## src/rtl/rfsh_timer_pkg.sv

```systemverilog
package rfsh_timer_pkg;

    localparam int RT_BANKS  = 8;
    localparam int RT_BANK_W = $clog2(RT_BANKS);

    typedef logic [RT_BANK_W-1:0] bank_idx_t;
    typedef logic [RT_BANKS-1:0]  bank_mask_t;

    typedef struct packed {
        logic      hit;
        bank_idx_t idx;
    } bank_pick_t;

    typedef enum logic [1:0] {
        ACT_NONE,
        ACT_ISSUE,
        ACT_DROP,
        ACT_DEFER
    } req_act_t;

    // Nearest qualified bank above 'last', wrapping; 'last' itself is tried last.
    function automatic bank_pick_t rr_pick(bank_idx_t last, bank_mask_t qual);
        bank_pick_t r;
        bank_idx_t  cand;
        r.hit = 1'b0;
        r.idx = last;
        for (int k = RT_BANKS; k >= 1; k--) begin
            cand = bank_idx_t'((int'(last) + k) % RT_BANKS);
            if (qual[cand]) begin
                r.hit = 1'b1;
                r.idx = cand;
            end
        end
        return r;
    endfunction

endpackage

```

## src/rtl/rfsh_tick_gen.sv

```systemverilog
module rfsh_tick_gen #(
    parameter int PRE_W = 8,
    parameter int PER_W = 8
) (
    input  logic             clk,
    input  logic             rst,
    input  logic             pre_we,
    input  logic [PRE_W-1:0] pre_data,
    input  logic             per_we,
    input  logic [PER_W-1:0] per_data,
    output logic             expire_o
);

    logic [PRE_W-1:0] pre_q, pre_cnt;
    logic [PER_W-1:0] per_q, per_cnt;
    logic             wr, en, pre_wrap, per_wrap;

    assign wr       = pre_we | per_we;
    assign en       = (per_q != '0);
    assign pre_wrap = (pre_cnt == pre_q);
    assign per_wrap = (per_cnt == per_q);
    assign expire_o = en && !wr && pre_wrap && per_wrap;

    always_ff @(posedge clk) begin
        if (rst) begin
            pre_q   <= '0;
            per_q   <= '0;
            pre_cnt <= '0;
            per_cnt <= '0;
        end else if (wr) begin
            if (pre_we) pre_q <= pre_data;
            if (per_we) per_q <= per_data;
            pre_cnt <= '0;
            per_cnt <= '0;
        end else if (en) begin
            if (pre_wrap) begin
                pre_cnt <= '0;
                per_cnt <= per_wrap ? '0 : per_cnt + 1'b1;
            end else begin
                pre_cnt <= pre_cnt + 1'b1;
            end
        end
    end

    // counters never run past their programmed limits
    p_cnt_range_r2: assert property (@(posedge clk) disable iff (rst)
        (pre_cnt <= pre_q) && (per_cnt <= per_q));

    // period is at least two cycles, so expirations never touch
    p_expire_spacing_r2: assert property (@(posedge clk) disable iff (rst)
        expire_o |=> !expire_o);

    // a reload cannot be followed by an immediate expiration
    p_reload_quiet_r9: assert property (@(posedge clk) disable iff (rst)
        wr |=> !expire_o);

    // a zero period stays silent
    p_off_silent_r10: assert property (@(posedge clk) disable iff (rst)
        (per_q == '0 && !wr) |=> !expire_o);

endmodule

```

## src/rtl/rfsh_bank_qual.sv

```systemverilog
module rfsh_bank_qual
    import rfsh_timer_pkg::*;
#(
    parameter logic BUS_ID = 1'b0
) (
    input  bank_mask_t valid_i,
    input  bank_mask_t bus_sel_i,
    input  bank_mask_t ref_en_i,
    input  bank_idx_t  last_i,
    output bank_mask_t qual_o,
    output bank_pick_t pick_o
);

    for (genvar g = 0; g < RT_BANKS; g++) begin : g_qual
        assign qual_o[g] = valid_i[g] && (bus_sel_i[g] == BUS_ID) && ref_en_i[g];
    end

    assign pick_o = rr_pick(last_i, qual_o);

endmodule

```

## src/rtl/rfsh_req_ctrl.sv

```systemverilog
module rfsh_req_ctrl
    import rfsh_timer_pkg::*;
(
    input  logic       clk,
    input  logic       rst,
    input  logic       expire_i,
    input  bank_mask_t qual_i,
    input  bank_pick_t pick_i,
    input  logic       ack_i,
    output logic       req_valid_o,
    output bank_idx_t  req_bank_o,
    output bank_idx_t  last_o
);

    logic       pend_q;
    logic       slot_free, want;
    req_act_t   act;
    bank_mask_t qual_prev;

    assign slot_free = !req_valid_o || ack_i;
    assign want      = expire_i || pend_q;

    always_comb begin
        act = ACT_NONE;
        if (slot_free) begin
            if (want) act = pick_i.hit ? ACT_ISSUE : ACT_DROP;
        end else if (expire_i) begin
            act = ACT_DEFER;
        end
    end

    always_ff @(posedge clk) begin
        if (rst) begin
            req_valid_o <= 1'b0;
            req_bank_o  <= '0;
            last_o      <= bank_idx_t'(RT_BANKS - 1);
            pend_q      <= 1'b0;
            qual_prev   <= '0;
        end else begin
            qual_prev <= qual_i;
            case (act)
                ACT_ISSUE: begin
                    req_valid_o <= 1'b1;
                    req_bank_o  <= pick_i.idx;
                    last_o      <= pick_i.idx;
                    pend_q      <= pend_q && expire_i;
                end
                ACT_DROP: begin
                    req_valid_o <= 1'b0;
                    pend_q      <= 1'b0;
                end
                ACT_DEFER: pend_q <= 1'b1;
                default: if (slot_free) req_valid_o <= 1'b0;
            endcase
        end
    end

    // an unacknowledged request holds its bank
    p_hold_r7: assert property (@(posedge clk) disable iff (rst)
        (req_valid_o && !ack_i) |=> (req_valid_o && $stable(req_bank_o)));

    // a pending expiration only exists behind an outstanding request
    p_pend_behind_req_r8: assert property (@(posedge clk) disable iff (rst)
        pend_q |-> req_valid_o);

    // a fresh request targets a bank that qualified when chosen
    p_issue_qualified_r3: assert property (@(posedge clk) disable iff (rst)
        $rose(req_valid_o) |-> qual_prev[req_bank_o]);

    // a stray acknowledge with nothing due leaves the block idle
    p_idle_ack_r12: assert property (@(posedge clk) disable iff (rst)
        (!req_valid_o && !pend_q && !expire_i) |=> !req_valid_o);

endmodule

```

## src/rtl/rfsh_req_timer.sv

```systemverilog
module rfsh_req_timer
    import rfsh_timer_pkg::*;
#(
    parameter int   PRE_W  = 8,
    parameter int   PER_W  = 8,
    parameter logic BUS_ID = 1'b0
) (
    input  logic                 clk,
    input  logic                 rst,
    input  logic                 cfg_prescale_we,
    input  logic [PRE_W-1:0]     cfg_prescale_val,
    input  logic                 cfg_period_we,
    input  logic [PER_W-1:0]     cfg_period_val,
    input  logic [RT_BANKS-1:0]  bank_valid,
    input  logic [RT_BANKS-1:0]  bank_bus_sel,
    input  logic [RT_BANKS-1:0]  bank_ref_en,
    output logic                 rfsh_req,
    output logic [RT_BANK_W-1:0] rfsh_bank,
    input  logic                 rfsh_ack
);

    logic       expire;
    bank_mask_t qual;
    bank_pick_t pick;
    bank_idx_t  last;

    rfsh_tick_gen #(.PRE_W(PRE_W), .PER_W(PER_W)) u_tick (
        .clk      (clk),
        .rst      (rst),
        .pre_we   (cfg_prescale_we),
        .pre_data (cfg_prescale_val),
        .per_we   (cfg_period_we),
        .per_data (cfg_period_val),
        .expire_o (expire)
    );

    rfsh_bank_qual #(.BUS_ID(BUS_ID)) u_qual (
        .valid_i   (bank_valid),
        .bus_sel_i (bank_bus_sel),
        .ref_en_i  (bank_ref_en),
        .last_i    (last),
        .qual_o    (qual),
        .pick_o    (pick)
    );

    rfsh_req_ctrl u_ctrl (
        .clk         (clk),
        .rst         (rst),
        .expire_i    (expire),
        .qual_i      (qual),
        .pick_i      (pick),
        .ack_i       (rfsh_ack),
        .req_valid_o (rfsh_req),
        .req_bank_o  (rfsh_bank),
        .last_o      (last)
    );

    // nothing is requested in the cycle after reset
    p_reset_idle_r1: assert property (@(posedge clk)
        $past(rst) |-> !rfsh_req);

endmodule

```

## config.mk

```make
export PLATFORM = sky130hd
export DESIGN_NAME = rfsh_req_timer
export DESIGN_NICKNAME = d
export VERILOG_FILES = /design/src/rtl/rfsh_timer_pkg.sv /design/src/rtl/rfsh_tick_gen.sv /design/src/rtl/rfsh_bank_qual.sv /design/src/rtl/rfsh_req_ctrl.sv /design/src/rtl/rfsh_req_timer.sv
export SDC_FILE = /design/constraint.sdc
export NUM_CORES = 1
export LEC_CHECK = 0
export ABC_AREA = 1
export BUFFER_PORTS_ARGS = -buffer_cell sky130_fd_sc_hd__buf_2
export CORE_MARGIN = 4
export CORE_UTILIZATION = 45
export DETAILED_ROUTE_END_ITERATION = 12
export PLACE_DENSITY = 0.73
export SYNTH_ARGS = -nofsm -noshare
export SYNTH_HDL_FRONTEND = slang
export SYNTH_SLANG_ARGS = --single-unit
```

## constraint.sdc

```tcl
create_clock -name clk -period 2.1 [get_ports clk]
set_input_delay 0.105 -clock clk [delete_from_list [all_inputs] [get_ports clk]]
set_output_delay 0.105 -clock clk [all_outputs]
set_load 0.02 [all_outputs]
```

==> impl_metrics.ini, run 1 <==
[status]
status = finished clean

[sta]
finalHoldViolations = 0
period_needed_ns = 1.958
finalCritPeriodShare_pct = 93.22
fin_skew_ns = 0.007339
fmax_mhz = 510.8
worstMarginPinSlew_ns = 0.4801
setup_tns_ns = 0
maxSlewHeadroom_pct = 67.96
slew_viol_final = 0
setup_violations = 0

[layout]
diodes = 0
final_nets = 491
stdcell_count = 518
multi_input_area_um2 = 1710
drive_gt1_share_pct = 29.35
area_growth_pct = 17.08
seq_area_um2 = 800.8
final_util_pct = 54.04
n_fill_cell = 576

[worst_hold_path]
worstHoldStart = cfg_period_val[3]
whs_path_depth = 3
hold_class = in2reg
min_to = u_tick.per_q[3]$_SDFFE_PP0P_

[pwr]
power_density_nw_per_um2 = 499.6
peakVddDrop_mv = 0.3813
leakage_nw = 1.417

[die]
die_area_um2 = 7383
rows = 28
boundaryPins = 49
die_w_um = 85.93
die_y_um = 85.93
start_util_pct = 46.15
core_area_um2 = 5921

[placement]
numPortBuffers = 48
dp_cells = 510
gp_congestion = 0.9297
dpl.hpwl_um = 4903

[cts]
post_cts_buffers = 0
clock_path_buffers = 2
cts-root-buf = clkbuf_8
clock_latency_ns = 0.29
numCtsBuffers = 5
cts.sinks = 40
cts_tree = done
clk_pin_slew_worst_paths_ns = 0.08
postCtsHoldBufs = 0
htree_levels = 2
cts_resized = 0

[worst_setup_path]
crit_arrival_ns = 2.10
reg2reg_from = u_ctrl.last_o[1]$_SDFFE_PP1N_
critPathLaunchType = flip-flop
cpPeakStageDelay_ns = 0.35
required_ns = 2.25
crit_type = reg2reg
endpoint_kind = flip-flop
timing.rr.end = u_ctrl.last_o[0]$_SDFFE_PP1N_
worstPathCellList = buf_4 -> ha_2 -> xnor2_4 -> inv_2 -> nand3_2 -> nand2_2 -> inv_2 -> nand2_2 -> nor2_2 -> nand2_2 -> nand3_4 -> inv_4 -> nand3_2 -> o211ai_1
worst_path_most_repeated_cell = nand2_2
crit_slowest_cell = dfxtp_1
crit_path_max_fanout = 10
rr_worst_depth = 14
rrSetupSlack_ns = 0.14

[logic_synthesis]
yosys-top-cells-count = nand2_1, dfxtp_1, inv_1, nor2_1, nand3_1
synth.avg_cell_area_um2 = 7.025
async_flop_share_pct = 0
synth_nets = 438
yosysSeqAreaShare_pct = 29.30
syn_inst = 389
synth_top_area_share_pct = 29.30
synthTopCellsByArea = dfxtp_1, nand2_1, nand3_1, inv_1, nand3_2
synthFlopType = dfxtp_1
ys_ff_latch = 40
syn_area_um2 = 2733
synth_top_area_cell = dfxtp_1
yosysMostFrequentCell = nand2_1
synth_edf_count = 0
yosys_warnings = 0
ys_types = 39

[route]
postRouteAntennaNets = 0
wl_per_cell_um = 11.90
vias = 2671
avgViaCountPerCell = 5.156
firstDrtPassIters = 4
drtIter0Drc = 160
drc = 0
drt-total-wl_um = 6162

[global_route]
grt_pass1_vias = 2453
grt_overflow = 0
grt_usage_pct = 17.00
grt_pass1_wl_um = 10360
antenna_found_initial = 0
grt_max_degree = 19

[flow_run]
max_cap_viol_count = 0
## cell families after synthesis
| family | share of synthesized area (%) |
|---|---|
| flip-flops | 29.30 |
| adder cells (fa/ha/maj) | 1.832 |
| buffers and inverters | 9.615 |
| XOR/XNOR | 5.403 |
| AO/OA/AOI/OAI | 10.53 |
| AND/OR/NAND/NOR | 43.32 |
## worst max path at each step
stage	startpoint	endpoint	slack (ns)
global route	u_ctrl.last_o[1]$_SDFFE_PP1N_	u_ctrl.last_o[0]$_SDFFE_PP1N_	-0.02
floorplan	u_ctrl.last_o[0]$_SDFFE_PP1N_	u_ctrl.last_o[0]$_SDFFE_PP1N_	0.002
detailed placement	u_ctrl.last_o[0]$_SDFFE_PP1N_	u_ctrl.last_o[0]$_SDFFE_PP1N_	0.04
global placement	u_ctrl.last_o[0]$_SDFFE_PP1N_	u_ctrl.last_o[0]$_SDFFE_PP1N_	0.12
CTS	u_ctrl.last_o[0]$_SDFFE_PP1N_	u_ctrl.last_o[0]$_SDFFE_PP1N_	0.03
finish	u_ctrl.last_o[1]$_SDFFE_PP1N_	u_ctrl.last_o[0]$_SDFFE_PP1N_	0.14
## per-stage QoR
| step | cell area (µm²) | worst slack (ns) | power, mW | hold slack, ns |
|---|---|---|---|---|
| global route | 3199 | -0.01516 | 1.680 | 0.04517 |
| detailed placement | 3058 | 0.04112 | 1.083 | 0.3356 |
| global placement | 3058 | 0.1183 | 1.078 | 0.3269 |
| CTS | 3152 | 0.02683 | 1.612 | 0.03231 |
| floorplan | 2733 | 0.002417 | 0.9972 | 0.2399 |
| finish | 3199 | 0.1423 | 1.598 | 0.03777 |
## final cells by class
cell class | count | share of cell area [%]
clock buffer | 7 | 2.698
tap | 75 | 2.933
inverter | 53 | 6.375
clock inverter | 1 | 0.2346
sequential | 40 | 25.03
timing repair buffer | 55 | 9.269
multi-input combinational | 287 | 53.46
## placed cells by master, fill, tap and decap left out, types with 3 or more instances in the layout
cell type | Yosys | routed
nand4_4 | 3 | 3
inv_2 | 12 | 11
nor2_2 | 5 | 5
inv_1 | 40 | 40
nor3_1 | 9 | 9
nand3_2 | 15 | 18
dfxtp_1 | 40 | 40
nand4_1 | 5 | 5
nand3_1 | 37 | 34
o21ai_0 | 20 | 20
nand2_1 | 83 | 83
nor2_1 | 39 | 39
nand4_2 | 3 | 3
buf_4 | 1 | 6
buf_2 | 1 | 48
a21oi_2 | 3 | 3
xnor2_1 | 6 | 6
clkbuf_8 | 0 | 6
xor2_1 | 4 | 4
a21oi_1 | 23 | 23
nor3b_1 | 3 | 3
nand2_2 | 9 | 9
## flip-flops by register name (all words and copies together), names as in the netlist
register / flops
u_ctrl.req_bank_o: 3
u_ctrl.last_o: 3
u_tick.pre_cnt: 8
u_ctrl.pend_q: 1
u_tick.pre_q: 8
u_tick.per_cnt: 8
u_tick.per_q: 8
u_ctrl.req_valid_o: 1
## where the power goes
part           internal, mW  switching, mW
Clock                 0.267          0.261
Sequential            0.782         0.0161
Combinational         0.108          0.165
## worst max-delay path: cells and delay by family, from the launching register on
family | cells | cell delay (ns)
and+or+nand+nor | 7 | 0.58
buffers and inverters | 4 | 0.40
DFF | 1 | 0.35
adders and majority gates | 1 | 0.25
xor gates and xnor gates | 1 | 0.14
AOI/OAI and AO/OA | 1 | 0.08
## per-layer routing
layer  track usage [%]  part of all wire, %  wire (µm)
met2             27.89                   48       2932
met4             5.755                  1.9        114
met5                 0                    0          0
met3             3.939                  6.6        408
met1             21.85                   44       2706
Note: power is estimated with default switching activity, not from simulation.
==> run 2, diff against run 1 <==
--- a/config.mk
+++ b/config.mk
@@ -7,10 +7,12 @@
 export LEC_CHECK = 0
 export ABC_AREA = 1
 export BUFFER_PORTS_ARGS = -buffer_cell sky130_fd_sc_hd__buf_2
+export CELL_PAD_IN_SITES_DETAIL_PLACEMENT = 1
+export CELL_PAD_IN_SITES_GLOBAL_PLACEMENT = 2
 export CORE_MARGIN = 4
-export CORE_UTILIZATION = 45
+export CORE_UTILIZATION = 28
 export DETAILED_ROUTE_END_ITERATION = 12
-export PLACE_DENSITY = 0.73
+export PLACE_DENSITY = 0.8
 export SYNTH_ARGS = -nofsm -noshare
 export SYNTH_HDL_FRONTEND = slang
 export SYNTH_SLANG_ARGS = --single-unit
==> run 2 against run 1 <==
Against the previous run: clock-buffer cell count stayed put; core utilization down 19 points; sequential share of layout area is 0.83 points lower; largest power group unchanged; sequential cell count unchanged; cell area increased by 4.1%; largest cell class unchanged.
==> impl_metrics.ini, run 2 (synthesis results as in run 1) <==
[status]
status = finished clean

[global_route]
grt_max_degree = 19
grt_pass1_vias = 2874
grt_usage_pct = 14.07
grt_pass1_wl_um = 13250
grt_overflow = 0
antenna_found_initial = 0

[cts]
clock_latency_ns = 0.29
cts_tree = done
clk_pin_slew_worst_paths_ns = 0.08
cts.sinks = 40
postCtsHoldBufs = 0
cts-root-buf = clkbuf_8
numCtsBuffers = 5
htree_levels = 2
clock_path_buffers = 2

[worst_setup_path]
critPathLaunchType = flip-flop
rr_worst_depth = 12
crit_arrival_ns = 2.09
crit_path_max_fanout = 7
endpoint_kind = flip-flop
required_ns = 2.24
crit_type = reg2reg

[sta]
fmax_mhz = 513.0
setup_tns_ns = 0
whs_ns = 0.03822
setup_violations = 0
maxSlewHeadroom_pct = 63.51
finalCritPeriodShare_pct = 92.82
worstMarginPinSlew_ns = 0.5468
period_needed_ns = 1.949
finalHoldViolations = 0
slew_viol_final = 0
final.setup.worst_slack_ns = 0.1509
fin_skew_ns = 0.008792

[route]
drc = 0
drt-total-wl_um = 7822
firstDrtPassIters = 4
wl_per_cell_um = 13.60
postRouteAntennaNets = 0
vias = 2713
drtIter0Drc = 49
avgViaCountPerCell = 4.718

[placement]
numPortBuffers = 48
gp_congestion = 0.8310
dpl.hpwl_um = 6381
pre_cts_ws_ns = 0.0003595

[pwr]
power_mw = 1.629
power_density_nw_per_um2 = 489.3
peakVddDrop_mv = 0.3036
leakage_nw = 1.444

[layout]
final_common_cell = nand2_1
drive_gt1_share_pct = 31.84
diodes = 0
mostFrequentLayoutCells = nand2_1, buf_2, inv_1
final_nets = 494
area_growth_pct = 21.84

[flow_run]
max_cap_viol_count = 0

[die]
start_util_pct = 29.16
die_y_um = 106.8
die_w_um = 106.8
core_area_um2 = 9371
boundaryPins = 49
rows = 35
die_area_um2 = 11400

[worst_hold_path]
hold_class = in2reg
whs_path_depth = 3
[run 2: routing by layer]
layer	track usage, %	part of all wire [%]
met5	0	0
met4	2.466	1.0
met3	2.589	2.9
met2	25.00	51
met1	17.90	45
[run 2: area by class of cell]
class,instances,area [µm²]
clock inverters,1,7.507
well taps,129,161.4
repair buffers,58,326.6
multi-input cells,287,1740
clock buffers,7,86.33
flip-flops and latches,40,805.8
inverters,53,201.4
fillers,1234,6042
[run 2: through the flow]
| step | instances | utilization, % | area, µm² |
|---|---|---|---|
| global placement | 566 | 33.51 | 3141 |
| floorplan | 389 | - | 2733 |
| global route | 575 | 35.53 | 3329 |
| CTS | 574 | 34.59 | 3242 |
| finish | 575 | 35.53 | 3329 |
| detailed placement | 566 | 33.51 | 3141 |
[run 2: worst paths after layout]
| path | endpoint | start | slack [ns] |
|---|---|---|---|
| worst min-delay path | u_tick.pre_q[4]$_SDFFE_PP0P_ | cfg_prescale_val[4] | 0.04 |
| worst max register to register | u_ctrl.last_o[2]$_SDFFE_PP1N_ | u_ctrl.last_o[0]$_SDFFE_PP1N_ | 0.15 |
| worst max-delay path | u_ctrl.last_o[2]$_SDFFE_PP1N_ | u_ctrl.last_o[0]$_SDFFE_PP1N_ | 0.15 |
| worst min register to register | u_tick.pre_q[2]$_SDFFE_PP0P_ | u_tick.pre_q[2]$_SDFFE_PP0P_ | 0.47 |
[run 2: critical path: stages (launching register included)]
cell      delay [ns]
dfxtp_2         0.34
inv_2           0.06
ha_4            0.29
buf_4           0.14
nand3_1         0.13
nand3_2         0.11
nand4_1         0.16
nor2_2          0.13
nand2_2         0.09
nand3_4         0.11
nor2_2          0.05
nand2_2         0.09
o211ai_2        0.08
[run 2: report_power, final]
group | switching, mW | total [mW] | internal [mW]
Sequential | 0.0164 | 0.798 | 0.782
Combinational | 0.176 | 0.288 | 0.112
Clock | 0.275 | 0.543 | 0.267
Total | 0.468 | 1.63 | 1.16
[run 2: repair_timing]
| item | in CTS | in global routing |
|---|---|---|
| pin swaps | 0 | 4 |
| buffers inserted | 0 | 1 |
| endpoints found under the setup margin | 2 | 7 |
| gates resized for setup | 2 | 18 |
